--- src/rtl/usbh_sched_pkg.sv ---
package usbh_sched_pkg;

  typedef enum logic [1:0] {
    LIST_IDLE = 2'b00,
    LIST_PER  = 2'b01,
    LIST_CTL  = 2'b10,
    LIST_BLK  = 2'b11
  } list_e;

  // Choose between control and bulk once periodic work is over.
  function automatic list_e pick_list(input logic ctl_ok,
                                      input logic blk_ok,
                                      input logic quota_hit);
    if (ctl_ok && !(quota_hit && blk_ok)) return LIST_CTL;
    else if (blk_ok)                      return LIST_BLK;
    else                                  return LIST_IDLE;
  endfunction

endpackage

--- src/rtl/usbh_sched_quota.sv ---
module usbh_sched_quota #(
  parameter int RATIO_W = 2
) (
  input  logic               clk,
  input  logic               rst_n,
  input  logic               clr,
  input  logic               step,
  input  logic [RATIO_W-1:0] ratio,
  output logic               hit
);
  localparam int CNT_W = $clog2((1 << RATIO_W) + 1);

  logic [CNT_W-1:0] cnt_q, cnt_n, lim;

  assign lim = CNT_W'(ratio) + CNT_W'(1);
  assign hit = (cnt_q + CNT_W'(1)) == lim;

  always_comb begin
    cnt_n = cnt_q;
    if (clr)       cnt_n = '0;
    else if (step) cnt_n = hit ? '0 : cnt_q + CNT_W'(1);
  end

  always_ff @(posedge clk or negedge rst_n) begin
    if (!rst_n) cnt_q <= '0;
    else        cnt_q <= cnt_n;
  end
endmodule

--- src/rtl/usbh_sched_ovr.sv ---
module usbh_sched_ovr #(
  parameter int OVR_W = 2
) (
  input  logic             clk,
  input  logic             rst_n,
  input  logic             evt,
  input  logic             clr,
  output logic [OVR_W-1:0] cnt,
  output logic             flag
);
  logic [OVR_W-1:0] cnt_q, cnt_n;
  logic             flag_q, flag_n;

  always_comb begin
    cnt_n  = evt ? cnt_q + OVR_W'(1) : cnt_q;
    flag_n = evt ? 1'b1 : (clr ? 1'b0 : flag_q);
  end

  always_ff @(posedge clk or negedge rst_n) begin
    if (!rst_n) begin
      cnt_q  <= '0;
      flag_q <= 1'b0;
    end else begin
      cnt_q  <= cnt_n;
      flag_q <= flag_n;
    end
  end

  assign cnt  = cnt_q;
  assign flag = flag_q;
endmodule

--- src/rtl/usbh_list_sched.sv ---
module usbh_list_sched
  import usbh_sched_pkg::*;
#(
  parameter int RATIO_W = 2,
  parameter int OVR_W   = 2
) (
  input  logic               clk,
  input  logic               rst_n,
  input  logic               sof_i,
  input  logic               eof_i,
  input  logic               per_en_i,
  input  logic               ctl_en_i,
  input  logic               blk_en_i,
  input  logic               ctl_empty_i,
  input  logic [RATIO_W-1:0] ratio_i,
  input  logic               svc_done_i,
  input  logic               svc_nonempty_i,
  input  logic               per_last_i,
  input  logic               ovr_clr_i,
  output logic               req_o,
  output logic [1:0]         list_sel_o,
  output logic [OVR_W-1:0]   ovr_cnt_o,
  output logic               ovr_flag_o
);
  list_e              state_q, state_n;
  logic               pend_q, pend_n;
  logic [RATIO_W-1:0] ratio_q, ratio_n;
  logic               ctl_ok, done_fire, ctl_step, quota_hit, ovr_evt;

  assign ctl_ok    = ctl_en_i && !ctl_empty_i;
  assign done_fire = pend_q && svc_done_i;
  assign ctl_step  = done_fire && (state_q == LIST_CTL) && svc_nonempty_i && !sof_i;
  assign ovr_evt   = eof_i && (state_q == LIST_PER);

  usbh_sched_quota #(.RATIO_W(RATIO_W)) i_quota (
    .clk   (clk),
    .rst_n (rst_n),
    .clr   (sof_i),
    .step  (ctl_step),
    .ratio (ratio_q),
    .hit   (quota_hit)
  );

  usbh_sched_ovr #(.OVR_W(OVR_W)) i_ovr (
    .clk   (clk),
    .rst_n (rst_n),
    .evt   (ovr_evt),
    .clr   (ovr_clr_i),
    .cnt   (ovr_cnt_o),
    .flag  (ovr_flag_o)
  );

  // Next-state logic
  always_comb begin
    state_n = state_q;
    pend_n  = pend_q;
    ratio_n = ratio_q;
    if (sof_i) begin
      ratio_n = ratio_i;
      pend_n  = 1'b0;
      state_n = per_en_i ? LIST_PER : pick_list(ctl_ok, blk_en_i, 1'b0);
    end else if (ovr_evt) begin
      pend_n  = 1'b0;
      state_n = LIST_IDLE;
    end else begin
      if (req_o) pend_n = 1'b1;
      if (done_fire) begin
        pend_n = 1'b0;
        unique case (state_q)
          LIST_PER: if (per_last_i) state_n = pick_list(ctl_ok, blk_en_i, 1'b0);
          LIST_CTL: state_n = pick_list(ctl_ok, blk_en_i, ctl_step && quota_hit);
          LIST_BLK: state_n = pick_list(ctl_ok, blk_en_i, 1'b0);
          default:  state_n = LIST_IDLE;
        endcase
      end
    end
  end

  // State registers
  always_ff @(posedge clk or negedge rst_n) begin
    if (!rst_n) begin
      state_q <= LIST_IDLE;
      pend_q  <= 1'b0;
      ratio_q <= '0;
    end else begin
      state_q <= state_n;
      pend_q  <= pend_n;
      ratio_q <= ratio_n;
    end
  end

  assign req_o      = (state_q != LIST_IDLE) && !pend_q;
  assign list_sel_o = state_q;
endmodule

--- config.mk ---
export PLATFORM = sky130hd
export DESIGN_NAME = usbh_list_sched
export DESIGN_NICKNAME = d
export VERILOG_FILES = /design/src/rtl/usbh_sched_pkg.sv /design/src/rtl/usbh_sched_quota.sv /design/src/rtl/usbh_sched_ovr.sv /design/src/rtl/usbh_list_sched.sv
export SDC_FILE = /design/constraint.sdc
export NUM_CORES = 1
export LEC_CHECK = 0
export ABC_AREA = 1
export ABC_CLOCK_PERIOD_IN_PS = 1600
export CAP_MARGIN = 5
export CORE_AREA = 2 2 39 41
export DETAILED_ROUTE_END_ITERATION = 12
export DIE_AREA = 0 0 41 43
export DONT_BUFFER_PORTS = 1
export GPL_TIMING_DRIVEN = 0
export MAX_ROUTING_LAYER = met4
export SYNTH_ARGS = -nofsm -noshare
export SYNTH_HDL_FRONTEND = slang
export SYNTH_SLANG_ARGS = --single-unit
--- constraint.sdc ---
create_clock -name clk -period 1.6 [get_ports clk]
set_clock_uncertainty 0.05 [all_clocks]
set_input_delay 0 -clock clk [delete_from_list [all_inputs] [get_ports clk]]
set_output_delay 0 -clock clk [all_outputs]
set_load 0.005 [all_outputs]
### After elaboration in Yosys (flattened, before gate mapping)

Cells that the tools add are included.

| operators by class | value |
|---|---|
| eq/ne operators | 5 |
| reduce and logical (&&, ||, !) cells | 20 |
| mux-type cells | 18 |
| add/sub/neg operators | 3 |

Operators by type and width:

| operator | number |
|---|---|
| two-way mux 2 bit | 8 |
| logical AND 1 bit | 10 |
| two-way mux 3 bit | 3 |
| two-way mux 1 bit | 6 |
| one-hot mux 2 bit (3 select lines) | 1 |
| nonzero test 2 bit | 3 |
| == test 2 bit, second input constant | 2 |
| zero test 1 bit | 4 |
| != test 4 x 3 -> 1 bit, second input constant | 1 |
| nonzero test 4 bit | 1 |
| adder 2 x 1 -> 3 bit, second input constant | 1 |
| adder 3 x 1 -> 3 bit, second input constant | 1 |
| == test 3 bit | 1 |
| nonzero test 3 bit | 1 |
| adder 2 x 1 -> 2 bit, second input constant | 1 |
| == test 2 x 1 -> 1 bit, second input constant | 1 |
| AND reduction 2 bit | 1 |

| storage, ports and cells | value |
|---|---|
| word-level logic and storage cells | 52 |
| input bits | 14 |
| bits in registers | 11 |

### Longest topological paths before layout

Gate-level depths: netlist (run 1).

| logic depth | value |
|---|---|
| word-level depth | 13 |
| gate-level depth with buffers | 10 |

### Modules after synthesis

From an unflattened synthesis (run 1), not the netlist that was laid out.

| second synthesis, totals | value |
|---|---|
| cells, all modules | 109 |
| area total of the unflattened synthesis | 723.2 um^2 |

Modules (own cells, without submodules):

| module | seq. area each (um^2) | area each (um^2) | times used | cells each |
|---|---|---|---|---|
| usbh_list_sched | 125.1 | 354.1 | 1 | 53 |
| usbh_sched_quota | 75.1 | 251.5 | 1 | 43 |
| usbh_sched_ovr | 75.1 | 117.6 | 1 | 13 |

### Worst setup path before layout (run 1)

No wires, ideal clock.

| path | value |
|---|---|
| kind | reg-to-reg |
| start point | register i_quota.cnt_q[0] |
| end point | register state_q[0] (netlist: list_sel_o[0]) |
| stages on the path, launching flop included | 9 |
| period minus slack after synthesis | 1,361 ps |
| data arrival time | 1,233 ps |
| setup slack | 239 ps |
| path through | dfrtp_1 ha_1 xnor2_1 nand2_1 nor2_1 nand2_1 nand2_1 nand2_1 a21oi_1 |

| between the ends | value |
|---|---|
| longest elaborated chain between the ends | 11 |

Ends and longest elaborated chain:

| item | line | RTL |
|---|---|---|
| start: declaration | usbh_sched_quota.sv:13 | `logic [CNT_W-1:0] cnt_q, cnt_n, lim;` |
| start signal: assignment | usbh_sched_quota.sv:26 | `else cnt_q <= cnt_n;` |
| adder 3 x 1 -> 3 bit | usbh_sched_quota.sv:16 | `assign hit = (cnt_q + CNT_W'(1)) == lim;` |
| == test 3 bit | usbh_sched_quota.sv:16 |  |
| logical AND 1 bit | usbh_list_sched.sv:71 | `LIST_CTL: state_n = pick_list(ctl_ok, blk_en_i, ctl_step && quota_hit);` |
| logical AND 1 bit | usbh_sched_pkg.sv:14 | `if (ctl_ok && !(quota_hit && blk_ok)) return LIST_CTL;` |
| zero test 1 bit | usbh_sched_pkg.sv:14 |  |
| logical AND 1 bit | usbh_sched_pkg.sv:14 |  |
| two-way mux 2 bit | usbh_sched_pkg.sv:14 |  |
| one-hot mux 2 bit (3 select lines) | usbh_list_sched.sv:69 | `unique case (state_q)` |
| two-way mux 2 bit | usbh_list_sched.sv:67 | `if (done_fire) begin` |
| two-way mux 2 bit | usbh_list_sched.sv:62 | `end else if (ovr_evt) begin` |
| two-way mux 2 bit | usbh_list_sched.sv:58 | `if (sof_i) begin` |
| end signal: assignment | usbh_list_sched.sv:86 | `state_q <= state_n;` |
| end: declaration | usbh_list_sched.sv:25 | `list_e state_q, state_n;` |

Every way passes these cells. The select of a mux whose other input is x is not followed.
A chain may end at the register's enable or synchronous reset.

### Worst setup path in the final report (run 1)

| path | value |
|---|---|
| start point | register state_q[0] (netlist: list_sel_o[0]) |
| end point | register i_ovr.flag_q (netlist: i_ovr.flag) |

| between the ends | value |
|---|---|
| longest elaborated chain between the ends | 3 |

Ends and longest elaborated chain:

| item | line | RTL |
|---|---|---|
| == test 2 x 1 -> 1 bit (*) | usbh_list_sched.sv:33 | `assign ovr_evt = eof_i && (state_q == LIST_PER);` |
| logical AND 1 bit (*) | usbh_list_sched.sv:33 |  |
| two-way mux 1 bit / nonzero test 2 bit (equally long branches) | -- |  |
| end signal: assignment | usbh_sched_ovr.sv:25 | `flag_q <= flag_n;` |
| end: declaration | usbh_sched_ovr.sv:12 | `logic flag_q, flag_n;` |

Every way passes the cells marked *; elsewhere a longest branch is shown, timed or not.

==> metrics, run 1 <==
vias between 600 and 700; DR vias/cell 5.09; DIE HEIGHT 43 um; worst hold path type in -> reg; post-route cell area about 850 um^2; startpoint types flip-flop; Max Cap Viol 0; drc violations 0; vias in the first global route between 500 and 600; Setup CP Type reg -> reg; Post-DRT Antenna Nets 0; leading area contributor after synthesis dfrtp_1; Yosys Warn Count 0; Max stage delay on crit path roughly 550 ps; gr usage total 0.217; RePlAce Congestion around 0.74; Yosys cell types 17; synthesized cell area around 640 um^2; I/O Pins 20; initial DRC count 5; wire length of the first global-routing pass approximately 2400 um; DRT Pass-1 Iters 4; IO buf count 0; Post-Syn Nets between 100 and 150; peak supply drop roughly 0.0007 V; pre-CTS setup slack between 100 and 150 ps; ys flop type dfrtp_1; final setup fails 0; root buf cell clkbuf_4; Post-Syn Instances roughly 90; TritonCTS clock tree built; CP Max Fanout 7; RSZ-0062 raised after global routing false; final wirelength approximately 1500 um; clk sinks 11; antenna violations before repair 0; Yosys top cell area share 0.428; n_diodes 0; critical-path cell list inv_2, nor2_2, nand2_2, o21ai_0, dlygate4sd3_1; synth top area cells dfrtp_1 43%, nand2_1 16%, nor2_1 7.0%, inv_1 5.8%, nand3_1 4.7%; Slew @ Worst Pin ~490 ps; EDFF count, synth 0; row cnt 14; Seq/Total Area, Yosys 0.428; min Tclk post-route 1500 ps; Max Slew Vio Count 0; max frequency 0.669 GHz; slowest cell on the critical path dlygate4sd3_1; Starting Density 0.465; routed len/inst 11.9 um; Worst-Skew Late Latency between 200 and 300 ps; critical path endpoint category flip-flop; CP bufs+invs 2; final hold viol count 0; layout cells sized above 1 0.150; FILL cells roughly 120; P_leak roughly 0.4 nW; H-tree depth 1; CORE AREA about 0.0014 mm^2; Die Area roughly 0.0018 mm^2; number of synthesized register bits 11; CTS Buf Count 3; Worst-path clk slew roughly 80 ps; worst setup margin 104 ps; Syn Area/Cell 7.23 um^2; Final period util 0.935; P per Cell Area about 960 mW/mm^2; Placement Cell Area 663 um^2; dpl hpwl 988 um; Fin Setup TNS 0 ps; Hold Slack approximately 26 ps; CP Data Arrival Time between 1500 and 2000 ps; gr ovfl total 0; most frequent cells in the layout 27 x nand2_1, 14 x dlygate4sd3_1, 11 x nor2_1; status finished, final reports clean; Longest Clk Path Bufs 2; family with the most delay on the worst path buffers and inverters; Die X around 40 um; most common library cell in the layout ignoring fill and taps nand2_1; Slew headroom 0.674; fin nets between 100 and 150; async set-reset flop share out of synthesis 1.00; CP required approximately 1700 ps; pin count of the biggest net entering global routing 12; synth-to-layout area growth 32.5%
worst min-delay path, cell delays in order:
cell and delay [ps]:
inv_1 50, nand3_1 90, nand2_2 110, o31ai_2 60
layout make-up:
type,count,area [um^2],share of cell area
Sequential cell,11,278,0.326
Inverter,13,48.8,0.0573
Tap cell,16,20.0,0.0235
Timing Repair Buffer,14,140,0.164
Clock buffer,3,22.5,0.0264
Multi-Input combinational cell,65,338,0.396
Clock inverter,1,5.00,0.00587
per-layer routing:
| layer | vias up | global-route usage | part of all wire |
|---|---|---|---|
| li1 | 315 | - | - |
| met1 | 286 | 0.252 | 0.41 |
| met2 | 21 | 0.338 | 0.52 |
| met3 | 4 | 0.0209 | 0.039 |
| met4 | 0 | 0.140 | 0.020 |
| met5 | - | - | 0 |
through the flow:
| step | total power [W] | util | cells |
|---|---|---|---|
| after floorplan | 0.000530 | - | 89 |
| after CTS | 0.000811 | 0.600 | 123 |
| after global routing | 0.000882 | 0.616 | 123 |
| final | 0.000815 | 0.616 | 123 |
| after detailed placement | 0.000568 | 0.479 | 105 |
| after global placement | 0.000562 | 0.479 | 105 |
what timing repair did:
item | CTS | global route
setup buffers | 0 | 0
resized for setup | 0 | 5
hold endpoints to repair | 22 | 0
hold buffers | 14 | 0
setup endpoints to repair | 0 | 3
final timing paths:
kind / from / endpoint / slack (ps) / depth (start not counted)
max in group asynchronous: rst_n / list_sel_o[1] / 1080 / 1
setup reg to reg: list_sel_o[0] / i_ovr.flag / 100 / 5
min in group asynchronous: rst_n / pend_q / 70 / 1
setup / recovery: list_sel_o[0] / i_ovr.flag / 100 / 5
hold / removal: eof_i / list_sel_o[1] / 30 / 4
hold reg to reg: i_ovr.cnt[1] / i_ovr.cnt[1] / 450 / 1
synth_stat cells (2+ instances only):
cell type and number:
xor2_1 2, o21ai_0 4, inv_2 2, nand2_2 2, inv_1 10, dfrtp_1 11, nor2_1 12, nand3_1 6
ha_1 2, a21oi_1 5, nand2_1 27
power breakdown:
group,total [W],switching (W),internal [W]
Clock,0.000195,0.000103,0.0000927
Sequential,0.000401,0.0000639,0.000337
Combinational,0.000219,0.000118,0.000101
flip-flops by register name (all words and copies together), names as in the netlist:
signal / count
i_quota.cnt_q: 3
i_ovr.cnt: 2
list_sel_o: 2
ratio_q: 2
i_ovr.flag: 1
pend_q: 1
cells by family (layout without fill, tap and decap cells):
family	count (synthesis)	after routing	share of synthesized area
buffers and inverters	13	31	0.0759
DFF	11	11	0.428
adders and majority gates	2	2	0.0389
xor gates and xnor gates	3	3	0.0409
AOI/OAI and AO/OA	10	10	0.0895
and+or+nand+nor	50	50	0.327
Note: power is estimated with default switching activity, not from simulation.
==> run 2: changes to the inputs <==
- ABC_AREA: 1 -> not set
==> run 2 against run 1 <==
  * The flow now finishes with violations (negative setup slack)
  * Utilization is 0.27 points lower
  * Register-to-register slack worse by 350 ps
  * Largest cell class unchanged
  * Largest power group unchanged
  * Count of clock-buffer cells in the layout is 1 higher
  * Die area stayed put
  * Highest routed layer is now met3
  * Critical path type unchanged
  * Total power is 2.0% lower
  * Flip-flop and latch count stayed put
  * Maximum frequency is 19% lower
  * Synthesized area is 2.7% lower
  * First-iteration DRC count is 120% higher
==> metrics, run 2 <==
async set-reset flop share out of synthesis 1.00 (unchanged); Yosys Warn Count 0 (unchanged); drc violations 0 (unchanged); startpoint types flip-flop; root buf cell clkbuf_4; Slew @ Worst Pin 530 ps (+42.0 ps); Worst-Skew Late Latency 260 ps (about the same); antenna violations before repair 0 (unchanged); min Tclk post-route 1840 ps (+347 ps); violated checks negative setup slack; dpl hpwl 896 um (-9.3%); FILL cells 119 (-3.3%); n_diodes 0 (unchanged); gr ovfl total 0 (unchanged); most instantiated cells after synthesis 11 x dfrtp_1, 7 x a21oi_1, 7 x nor2_1; P per Cell Area 941 mW/mm^2 (-1.6%); wire length of the first global-routing pass 2230 um (-8.2%); Worst-path clk slew 70 ps (about the same); Largest Register i_quota.cnt_q; number of synthesized register bits 11 (unchanged); max frequency 0.543 GHz (-19%); DR vias/cell 5.51 (+8.2%); initial DRC count 11 (+6); H-tree depth 1 (unchanged); DRT Pass-1 Iters 4 (unchanged); critical path endpoint category flip-flop; RSZ-0062 raised after global routing true; Post-DRT Antenna Nets 0 (unchanged); Slew headroom 0.645 (-0.0281); RePlAce Congestion 0.743 (+0.47%); Setup CP Type reg -> reg; Post-Syn Instances 63 (-29%); final hold viol count 0 (unchanged); row cnt 14 (unchanged); I/O Pins 20 (unchanged); Longest Clk Path Bufs 2 (unchanged); PnR Total Power 0.000798 W (-2.0%); synth top area cells dfrtp_1 44%, a21oi_1 5.6%, nor2_1 4.2%, ha_1 4.0%, xor3_1 3.8%; Hold Slack 24.3 ps (-1.68 ps); Starting Density 0.452 (-0.0127); IO buf count 0 (unchanged); DIE HEIGHT 43 um (unchanged); fin nets 98 (-21%); vias in the first global route 525 (-12%); Largest register FFs 3 (unchanged); worst setup margin -243 ps (-347 ps); gr usage total 0.192 (-0.0244); layout cells sized above 1 0.160 (+0.0110); CP required 1740 ps (+30 ps); synth-to-layout area growth 35.6%; CTS Buf Count 3 (unchanged); Max Cap Viol 0 (unchanged); ys flop type dfrtp_1; top-count cell post-synth dfrtp_1; EDFF count, synth 0 (unchanged); final wirelength 1330 um (-9.2%); status complete, but fails checks; Yosys top cell area share 0.440 (+0.0120); most common library cell in the layout ignoring fill and taps dlygate4sd3_1; pin count of the biggest net entering global routing 12 (unchanged); Max Slew Vio Count 0 (unchanged); Post-Syn Nets 79 (-25%); Final period util 1.15 (+0.217); vias 534 (-15%); Die X 41 um (unchanged); final setup fails 2 (+2); TritonCTS clock tree built; P_leak 0.349 nW (-15%); Yosys cell types 26 (+9); Die Area 0.00176 mm^2 (unchanged); CORE AREA 0.00138 mm^2 (unchanged); CP Data Arrival Time 1980 ps (+370 ps); peak supply drop 0.000440 V (-38%); routed len/inst 13.8 um (+15%); CP Max Fanout 3 (-4); worst hold path type in -> reg; Seq/Total Area, Yosys 0.440 (+0.0120); leading area contributor after synthesis dfrtp_1; synthesized cell area 626 um^2 (-2.7%); most frequent cells in the layout 12 x dlygate4sd3_1, 11 x dfrtp_1, 7 x nor2_1, 7 x a21oi_1, 4 x nand2_1; clk sinks 11 (unchanged); Syn Area/Cell 9.93 um^2 (+37%)
-- run 2: cell types whose count changed after synthesis, sizes merged, moves of 6 or more --
| cell | change |
|---|---|
| inv | -10 |
| nand2 | -25 |
| nand3 | -7 |
| nor2 | -6 |
-- run 2: layer usage --
layer	vias to the layer above	GRT usage	wire length [um]
li1	262	-	-
met1	256	0.252	581
met2	16	0.281	693
met3	0	0.0366	59
met4	0	0.0800	0
met5	-	-	0
-- run 2: report_power, final --
group          total [W]  switching [W]  internal [W]
combinational   0.000202      0.0000834      0.000119
sequential      0.000407      0.0000730      0.000334
clock           0.000189      0.0000930     0.0000962
total           0.000798       0.000249      0.000549
-- run 2: worst paths after layout --
path                              startpoint          endpoint  slack [ps]  cells after the start
worst max-delay path              ratio_q[0]     list_sel_o[0]        -240                      6
worst max register to register    ratio_q[0]     list_sel_o[0]        -240                      6
max in group asynchronous              rst_n        ratio_q[1]        1050                      1
worst min register to register  i_ovr.cnt[1]      i_ovr.cnt[1]         450                      1
worst min-delay path              svc_done_i  i_quota.cnt_q[1]          20                      4
min in group asynchronous              rst_n      i_ovr.cnt[1]         100                      1
-- run 2: kinds of logic after synthesis --
logic type	count (synthesis)	share of synthesized area
AND/OR/NAND/NOR	26	0.240
buffers and inverters	3	0.0240
multiplexers	2	0.0360
XOR/XNOR	5	0.0940
flip-flops	11	0.440
adder cells (fa/ha/maj)	2	0.0400
AO/OA/AOI/OAI	14	0.126
-- run 2: final cells by class --
cell class | count | area, um^2 | share of cell area
Timing Repair Buffer | 14 | 135 | 0.159
Clock buffer | 4 | 26.3 | 0.0310
Buffer | 1 | 11.3 | 0.0133
Multi-Input combinational cell | 49 | 373 | 0.440
Inverter | 2 | 7.51 | 0.00885
Tap cell | 16 | 20.0 | 0.0236
Sequential cell | 11 | 275 | 0.324
-- run 2: worst max-delay path: stages (launching register included) --
cell and delay (ps):
dfrtp_1 420, ha_4 170, xor3_1 360, nor3_2 170, a21oi_1 80, or4_1 390
a31oi_1 140
-- run 2: per-stage QoR --
stage / cell area, um^2 / setup slack, ps / setup TNS [ps] / cells / util
after global routing: 848 / -370 / -625 / 97 / 0.613
after floorplan: 663 / -219 / -246 / 63 / -
after CTS: 845 / -263 / -369 / 97 / 0.610
after global placement: 683 / -322 / -399 / 79 / 0.494
after detailed placement: 683 / -325 / -432 / 79 / 0.494
final: 848 / -243 / -337 / 97 / 0.613
-- run 2: repair_timing --
item / in CTS / in global routing
pin swaps: 1 / 0
endpoints found under the hold margin: 22 / 0
buffers inserted: 2 / 0
hold buffers: 12 / 0
setup endpoints to repair: 2 / 5
gates resized for setup: 0 / 1
